--- config.mk ---
export PLATFORM = sky130hd
export DESIGN_NAME = keymatch_lookup
export DESIGN_NICKNAME = d
export VERILOG_FILES = /design/src/rtl/kml_pkg.sv /design/src/rtl/kml_key_rows.sv /design/src/rtl/kml_pick.sv /design/src/rtl/kml_data_ram.sv /design/src/rtl/keymatch_lookup.sv
export SDC_FILE = /design/constraint.sdc
export NUM_CORES = 1
export LEC_CHECK = 0
export CORE_ASPECT_RATIO = 0.9
export CORE_MARGIN = 2
export CORE_UTILIZATION = 40
export CTS_BUF_LIST = sky130_fd_sc_hd__clkbuf_8
export DETAILED_ROUTE_END_ITERATION = 8
export GPL_TIMING_DRIVEN = 1
export PLACE_DENSITY = 0.65
export SETUP_SLACK_MARGIN = 0.1
export SYNTH_ARGS = -nofsm -noshare
export SYNTH_HDL_FRONTEND = slang
export SYNTH_SLANG_ARGS = --single-unit
--- constraint.sdc ---
create_clock -name clk -period 9.42 [get_ports clk]
set_clock_uncertainty 0.2 [all_clocks]
set_input_delay 1.413 -clock clk [delete_from_list [all_inputs] [get_ports clk]]
set_output_delay 1.413 -clock clk [all_outputs]
set_load 0.1 [all_outputs]
--- src/rtl/kml_pkg.sv ---
`timescale 1ns/1ps
package kml_pkg;
  typedef enum logic [1:0] {
    ROW_HOLD = 2'd0,
    ROW_LOAD = 2'd1,
    ROW_DROP = 2'd2
  } row_op_e;
endpackage

--- src/rtl/kml_key_rows.sv ---
`timescale 1ns/1ps
module kml_key_rows #(
  parameter int ENTRIES = 8,
  parameter int KEY_W   = 16,
  parameter int IDX_W   = 3
) (
  input  logic               clk,
  input  logic               rst,
  input  logic               wr_en,
  input  logic [IDX_W-1:0]   wr_idx,
  input  logic [KEY_W-1:0]   wr_key,
  input  logic               inv_en,
  input  logic [IDX_W-1:0]   inv_idx,
  input  logic [KEY_W-1:0]   srch_key,
  output logic [ENTRIES-1:0] match_o
);
  import kml_pkg::*;

  for (genvar r = 0; r < ENTRIES; r++) begin : g_row
    row_op_e          op;
    logic             valid_q;
    logic [KEY_W-1:0] key_q;

    // invalidate has priority over a load to the same row
    always_comb begin
      op = ROW_HOLD;
      if (inv_en && inv_idx == IDX_W'(r))      op = ROW_DROP;
      else if (wr_en && wr_idx == IDX_W'(r))   op = ROW_LOAD;
    end

    always_ff @(posedge clk) begin
      if (rst) valid_q <= 1'b0;
      else if (op == ROW_LOAD) valid_q <= 1'b1;
      else if (op == ROW_DROP) valid_q <= 1'b0;
    end

    always_ff @(posedge clk) begin
      if (op == ROW_LOAD) key_q <= wr_key;
    end

    // per-bit XOR, any mismatch kills the row's match line
    assign match_o[r] = valid_q & ~(|(key_q ^ srch_key));

    p_drop_clears_r4: assert property (@(posedge clk) disable iff (rst)
      (inv_en && inv_idx == IDX_W'(r)) |=> !valid_q);

    p_load_stores_r2: assert property (@(posedge clk) disable iff (rst)
      (wr_en && wr_idx == IDX_W'(r) && !(inv_en && inv_idx == IDX_W'(r)))
        |=> (valid_q && key_q == $past(wr_key)));

    p_same_row_drop_r9: assert property (@(posedge clk) disable iff (rst)
      (wr_en && inv_en && wr_idx == IDX_W'(r) && inv_idx == IDX_W'(r)) |=> !valid_q);
  end
endmodule

--- src/rtl/kml_pick.sv ---
`timescale 1ns/1ps
module kml_pick #(
  parameter int ENTRIES = 8,
  parameter int IDX_W   = 3
) (
  input  logic [ENTRIES-1:0] match_i,
  output logic               any_o,
  output logic [IDX_W-1:0]   idx_o
);
  always_comb begin
    idx_o = '0;
    for (int i = ENTRIES - 1; i >= 0; i--) begin
      if (match_i[i]) idx_o = IDX_W'(i);
    end
    any_o = |match_i;
  end

  always_comb begin
    if (any_o) begin
      p_pick_lowest_r5: assert (match_i[idx_o] &&
        ((match_i & ((ENTRIES'(1) << idx_o) - ENTRIES'(1))) == '0));
    end
  end
endmodule

--- src/rtl/kml_data_ram.sv ---
`timescale 1ns/1ps
module kml_data_ram #(
  parameter int ENTRIES = 8,
  parameter int DATA_W  = 12,
  parameter int IDX_W   = 3
) (
  input  logic              clk,
  input  logic              wr_en,
  input  logic [IDX_W-1:0]  wr_idx,
  input  logic [DATA_W-1:0] wr_data,
  input  logic              rd_en,
  input  logic [IDX_W-1:0]  rd_idx,
  output logic [DATA_W-1:0] rd_data
);
  logic [DATA_W-1:0] mem [ENTRIES];

  // read-first: a read in the write cycle returns the old word
  always_ff @(posedge clk) begin
    if (wr_en) mem[wr_idx] <= wr_data;
    if (rd_en) rd_data <= mem[rd_idx];
  end
endmodule

--- src/rtl/keymatch_lookup.sv ---
`timescale 1ns/1ps
module keymatch_lookup #(
  parameter int ENTRIES = 8,
  parameter int KEY_W   = 16,
  parameter int DATA_W  = 12,
  localparam int IDX_W  = (ENTRIES > 1) ? $clog2(ENTRIES) : 1
) (
  input  logic              clk,
  input  logic              rst,
  input  logic              wr_en,
  input  logic [IDX_W-1:0]  wr_idx,
  input  logic [KEY_W-1:0]  wr_key,
  input  logic [DATA_W-1:0] wr_data,
  input  logic              inv_en,
  input  logic [IDX_W-1:0]  inv_idx,
  input  logic              srch_en,
  input  logic [KEY_W-1:0]  srch_key,
  output logic              res_valid,
  output logic              res_hit,
  output logic [IDX_W-1:0]  res_idx,
  output logic [DATA_W-1:0] res_data
);
  logic [ENTRIES-1:0] match_lines;
  logic               any_match;
  logic [IDX_W-1:0]   win_idx;
  logic [DATA_W-1:0]  ram_q;

  kml_key_rows #(.ENTRIES(ENTRIES), .KEY_W(KEY_W), .IDX_W(IDX_W)) u_rows (
    .clk(clk), .rst(rst),
    .wr_en(wr_en), .wr_idx(wr_idx), .wr_key(wr_key),
    .inv_en(inv_en), .inv_idx(inv_idx),
    .srch_key(srch_key), .match_o(match_lines)
  );

  kml_pick #(.ENTRIES(ENTRIES), .IDX_W(IDX_W)) u_pick (
    .match_i(match_lines), .any_o(any_match), .idx_o(win_idx)
  );

  kml_data_ram #(.ENTRIES(ENTRIES), .DATA_W(DATA_W), .IDX_W(IDX_W)) u_ram (
    .clk(clk),
    .wr_en(wr_en), .wr_idx(wr_idx), .wr_data(wr_data),
    .rd_en(srch_en), .rd_idx(win_idx), .rd_data(ram_q)
  );

  always_ff @(posedge clk) begin
    if (rst) begin
      res_valid <= 1'b0;
      res_hit   <= 1'b0;
      res_idx   <= '0;
    end else begin
      res_valid <= srch_en;
      res_hit   <= srch_en & any_match;
      res_idx   <= (srch_en & any_match) ? win_idx : '0;
    end
  end

  assign res_data = res_hit ? ram_q : '0;

  p_resp_after_req_r6: assert property (@(posedge clk) disable iff (rst)
    srch_en |=> res_valid);
  p_no_resp_idle_r6: assert property (@(posedge clk) disable iff (rst)
    !srch_en |=> !res_valid);
  p_hit_has_req_r6: assert property (@(posedge clk) disable iff (rst)
    res_hit |-> res_valid);
endmodule

==> tab_implementation.tex <==
\begin{tabular}{lr}
\hline
Metric & Value \\
\hline
\multicolumn{2}{l}{\textbf{Logic synthesis}} \\
\quad Fraction of synthesized area in multiplexers & 0.0480 \\
\quad Dominant combinational cell family by area after synthesis & simple AND/OR/NAND/NOR gates \\
\quad XOR/XNOR share of the synthesized area & 0.106 \\
\quad Synth area leader & sky130\_fd\_sc\_hd\_\_edfxtp\_1 \\
\quad Top\_reg\_cell synth & sky130\_fd\_sc\_hd\_\_edfxtp\_1 \\
\quad Number of register bits inferred by synthesis & 249 \\
\quad Syn Area/Cell & 15.3 µm² \\
\quad Main area contributors after synthesis & sky130\_fd\_sc\_hd\_\_edfxtp\_1, sky130\_fd\_sc\_hd\_\_xor2\_1, sky130\_fd\_sc\_hd\_\_xnor2\_1 \\
\quad Synthesized-area fraction occupied by ao, oa, aoi and oai cells & 0.0305 \\
\quad Async S/R FF share, synth & 0 \\
\quad Number of enable flip-flop cells after synthesis & 236 \\
\quad Fraction of synthesized cell area taken by the top area cell type & 0.666 \\
\quad Post-synth design cell area & 10600 µm² \\
\quad Mapped Nets & 750 \\
\quad Post-synthesis cell type count & 46 \\
\quad Post-synthesis simple-gate area fraction & 0.107 \\
\quad Count of warnings emitted by yosys & 0 \\
\quad Synth Area in Adders & 0 \\
\quad Sequential area share after synthesis & 0.690 \\
\quad Post-Synthesis Cells & 695 \\
\multicolumn{2}{l}{\textbf{Run status}} \\
\quad Status & complete, no violations \\
\multicolumn{2}{l}{\textbf{Critical path}} \\
\quad Max Fanout on Critical Path & 36 \\
\quad Max stage delay on crit path & 0.84 ns \\
\quad Slowest cell on crit path & sky130\_fd\_sc\_hd\_\_clkdlybuf4s50\_1 \\
\quad Worst-path cell chain & clkdlybuf4s50\_1 > xor2\_1 > nor4\_1 > nand4b\_1 > or4b\_1 > and3\_1 > a222oi\_1 > buf\_4 > mux2\_2 > o22ai\_1 > a221oi\_2 \\
\quad FF-to-FF setup slack & 5.55 ns \\
\quad Endpoint type of the worst setup path & flop \\
\quad Critical path arrival & 5.32 ns \\
\quad Depth of the most critical reg-to-reg path & 10 \\
\quad Setup CP Type & primary input to flop \\
\quad Critical Path Start Type & primary input \\
\quad Required @ worst endpoint & 9.51 ns \\
\multicolumn{2}{l}{\textbf{Drt}} \\
\quad Sum of routed wire length over all layers & 26.9 mm \\
\quad Post-detailed-route via-to-cell ratio & 5.36 \\
\quad Drt pass-1 iters & 5 \\
\quad Vias after detailed routing & 6338 \\
\quad Residual DRC & 0 \\
\quad Wire per inst & 22.8 µm \\
\quad Initial DRC count & 524 \\
\quad Antenna-violating nets left & 0 \\
\multicolumn{2}{l}{\textbf{Global route}} \\
\quad Most used routing layer in global routing & met2 \\
\quad Initial antenna violation count & 0 \\
\quad Met1 Use GR & 0.274 \\
\quad Vias in the first global route & 6303 \\
\quad First-pass GRT wire length & 39.8 mm \\
\quad Pin count of the biggest net entering global routing & 37 \\
\quad Remaining Overflow, GRT & 0 \\
\quad Met2 Usage GRT & 0.302 \\
\quad Global router's overall resource usage & 0.194 \\
\quad Met3 track utilization from global routing & 0.0330 \\
\multicolumn{2}{l}{\textbf{Cells and area}} \\
\quad Commonest cells after routing, fill and taps aside & sky130\_fd\_sc\_hd\_\_edfxtp\_1, sky130\_fd\_sc\_hd\_\_clkdlybuf4s50\_1, sky130\_fd\_sc\_hd\_\_xor2\_1 \\
\quad Proportion of layout cells with a drive suffix above 1 & 0.143 \\
\quad Most common cell after layout, fill and taps aside & sky130\_fd\_sc\_hd\_\_edfxtp\_1 \\
\quad Count of antenna diodes in the layout & 0 \\
\quad Area growth from synthesis to layout & 18.2\% \\
\quad Count of nets after finishing & 856 \\
\quad Fill cells & 2237 \\
\multicolumn{2}{l}{\textbf{Die}} \\
\quad Die H & 159 µm \\
\quad Placement row count & 56 \\
\quad Initial cell density of the core & 0.407 \\
\quad Ports & 72 \\
\quad Die X-Extent & 176 µm \\
\quad Die outline area & 27900 µm² \\
\quad Placeable core region & 26100 µm² \\
\multicolumn{2}{l}{\textbf{Timing}} \\
\quad Share of the clock period used by the worst path & 0.555 \\
\quad Maximum clock frequency & 0.191 GHz \\
\quad Final TNS setup & 0 ns \\
\quad Unrepaired setup endpoints after global routing & no \\
\quad Final setup violation count & 0 \\
\quad Number of failing hold endpoints at the final stage & 0 \\
\quad Worst Tran Pin Value & 1.23 ns \\
\quad Post-Route Hold Slack & 0.335 ns \\
\quad Slew margin rel. & 0.178 \\
\quad Number of max-slew violations in the final report & 0 \\
\quad Time the worst path needs with I/O delays and setup & 5.23 ns \\
\multicolumn{2}{l}{\textbf{Power and ir drop}} \\
\quad Clk pwr share & 0.386 \\
\quad Total power per unit cell area & 184 nW/µm² \\
\quad Internal & 0.00178 W \\
\quad Standby leakage power & 4.21 nW \\
\quad Switching share of power & 0.235 \\
\quad Combinational Power Share & 0.070 \\
\quad Sequential fraction of design power & 0.544 \\
\quad Power dissipated by switching net loads & 0.000544 W \\
\quad Highest ir drop seen on vdd & 0.000104 V \\
\multicolumn{2}{l}{\textbf{CTS}} \\
\quad Total clock sinks & 249 \\
\quad Number of buffers created by CTS & 44 \\
\quad Buffers inserted during post-CTS setup optimization & 0 \\
\quad Worst-skew pair later-pin latency & 0.55 ns \\
\quad Clk root buf & sky130\_fd\_sc\_hd\_\_clkbuf\_8 \\
\quad TritonCTS clock tree & done \\
\quad Maximum number of buffers from clock root to sink & 3 \\
\quad CTS clk-pin slew, worst paths & 0.06 ns \\
\quad Count of instances resized after the clock tree is built & 0 \\
\quad Level count of the clock H-tree & 2 \\
\quad Post-CTS Hold Buffers & 0 \\
\multicolumn{2}{l}{\textbf{Worst hold path}} \\
\quad Worst min-delay path class & flop to flop \\
\quad Hold Path Stages & 2 \\
\multicolumn{2}{l}{\textbf{Placed design}} \\
\quad Detailed placer's ending HPWL & 18.3 mm \\
\quad Port bufs & 71 \\
\quad Routability congestion estimate & 0.994 \\
\multicolumn{2}{l}{\textbf{Run}} \\
\quad Number of violations of the max-capacitance limit & 0 \\
\hline
\end{tabular}
==> final cells by class <==
cell class / count / area (µm²) / share of cell area
multi-input cells: 414 / 3150 / 0.251
well taps: 348 / 435 / 0.0346
flip-flops and latches: 249 / 7350 / 0.584
inverters: 5 / 18.8 / 0.00149
clock inverters: 35 / 186 / 0.0148
clock buffers: 44 / 606 / 0.0482
repair buffers: 87 / 831 / 0.0661
==> flip-flops by register name (all words and copies together), names as in the netlist <==
name / cells
res_hit: 1
u_ram.mem: 96
u_ram.rd_data: 12
u_rows.g_row.key_q: 128
res_valid: 1
u_rows.g_row.valid_q: 8
res_idx: 3
==> per-stage QoR <==
step | instances | utilization | area [µm²] | setup slack, ns | power, W
finish | 1182 | 0.481 | 12600 | 4.19 | 0.00232
global route | 1182 | 0.481 | 12600 | 4.06 | 0.00240
CTS | 1182 | 0.481 | 12600 | 4.27 | 0.00234
detailed placement | 1103 | 0.451 | 11800 | 3.68 | 0.00144
global placement | 1103 | 0.451 | 11800 | 3.72 | 0.00144
floorplan | 695 | - | 10600 | 4.93 | 0.00136
==> Yosys cell counts, types with 2 or more instances <==
cell type                   instances
sky130_fd_sc_hd__buf_2             12
sky130_fd_sc_hd__and4b_1            2
sky130_fd_sc_hd__a221oi_1           5
sky130_fd_sc_hd__mux2_2            23
sky130_fd_sc_hd__clkbuf_1           9
sky130_fd_sc_hd__or2_2              2
sky130_fd_sc_hd__nor2_1            31
sky130_fd_sc_hd__mux2i_1           24
sky130_fd_sc_hd__a21oi_1            3
sky130_fd_sc_hd__xnor2_1           64
sky130_fd_sc_hd__nor3_1            19
sky130_fd_sc_hd__or4b_2             3
sky130_fd_sc_hd__and2_1            12
sky130_fd_sc_hd__nand2b_1          14
sky130_fd_sc_hd__o41ai_1            2
sky130_fd_sc_hd__nand3_1            8
sky130_fd_sc_hd__nor4b_1            5
sky130_fd_sc_hd__xor2_1            65
sky130_fd_sc_hd__or4b_1             2
sky130_fd_sc_hd__and3_1             2
sky130_fd_sc_hd__o21ai_0            3
sky130_fd_sc_hd__nor2b_1            4
sky130_fd_sc_hd__edfxtp_1         236
sky130_fd_sc_hd__inv_1              5
sky130_fd_sc_hd__nand2_1           30
sky130_fd_sc_hd__buf_6              3
sky130_fd_sc_hd__buf_12             2
sky130_fd_sc_hd__dfxtp_1           13
sky130_fd_sc_hd__or4_1             12
sky130_fd_sc_hd__a221oi_2           7
sky130_fd_sc_hd__o22ai_1           12
sky130_fd_sc_hd__nor4_1            25
sky130_fd_sc_hd__nor3b_1            3
sky130_fd_sc_hd__nand4b_1           3
sky130_fd_sc_hd__nand4_1           18
sky130_fd_sc_hd__nand4bb_1          2
==> metal layers <==
metal	vias up	part of all wire
met5	-	0
met4	0	0.029
met3	61	0.062
met2	260	0.47
met1	3148	0.44
li1	2869	-
==> worst max-delay path, delay by kind of cell <==
family / cells / cell delay [ns]
xor gates and xnor gates: 1 / 0.24
AOI/OAI and AO/OA: 3 / 0.59
and+or+nand+nor: 4 / 1.23
buffers and inverters: 2 / 1.40
muxes: 1 / 0.40
==> kinds of logic after synthesis <==
kind of cell | after synthesis
buffers and inverters | 32
AND/OR/NAND/NOR | 199
XOR/XNOR | 129
multiplexers | 48
flip-flops | 249
AO/OA/AOI/OAI | 38
==> power by group through the flow <==
| stage | logic [W] | clock network [W] | registers (W) |
|---|---|---|---|
| 2_1_floorplan | 0.0000810 | 0 | 0.00128 |
| 3_3_place_gp | 0.000160 | 0 | 0.00128 |
| 3_5_place_dp | 0.000160 | 0 | 0.00128 |
| 4_1_cts | 0.000161 | 0.000919 | 0.00126 |
| 5_1_grt | 0.000172 | 0.000966 | 0.00126 |
| 6_report | 0.000162 | 0.000896 | 0.00126 |
==> worst paths after layout <==
check / startpoint / to
max: srch_key[15] / u_ram.rd_data[10]$_DFFE_PP_
min: u_rows.g_row[6].valid_q$_SDFFE_PP0P_ / u_rows.g_row[6].valid_q$_SDFFE_PP0P_
max reg2reg: u_rows.g_row[2].key_q[8]$_DFFE_PP_ / u_ram.rd_data[10]$_DFFE_PP_
min reg2reg: u_rows.g_row[6].valid_q$_SDFFE_PP0P_ / u_rows.g_row[6].valid_q$_SDFFE_PP0P_
Note: power is estimated with default switching activity, not from simulation.
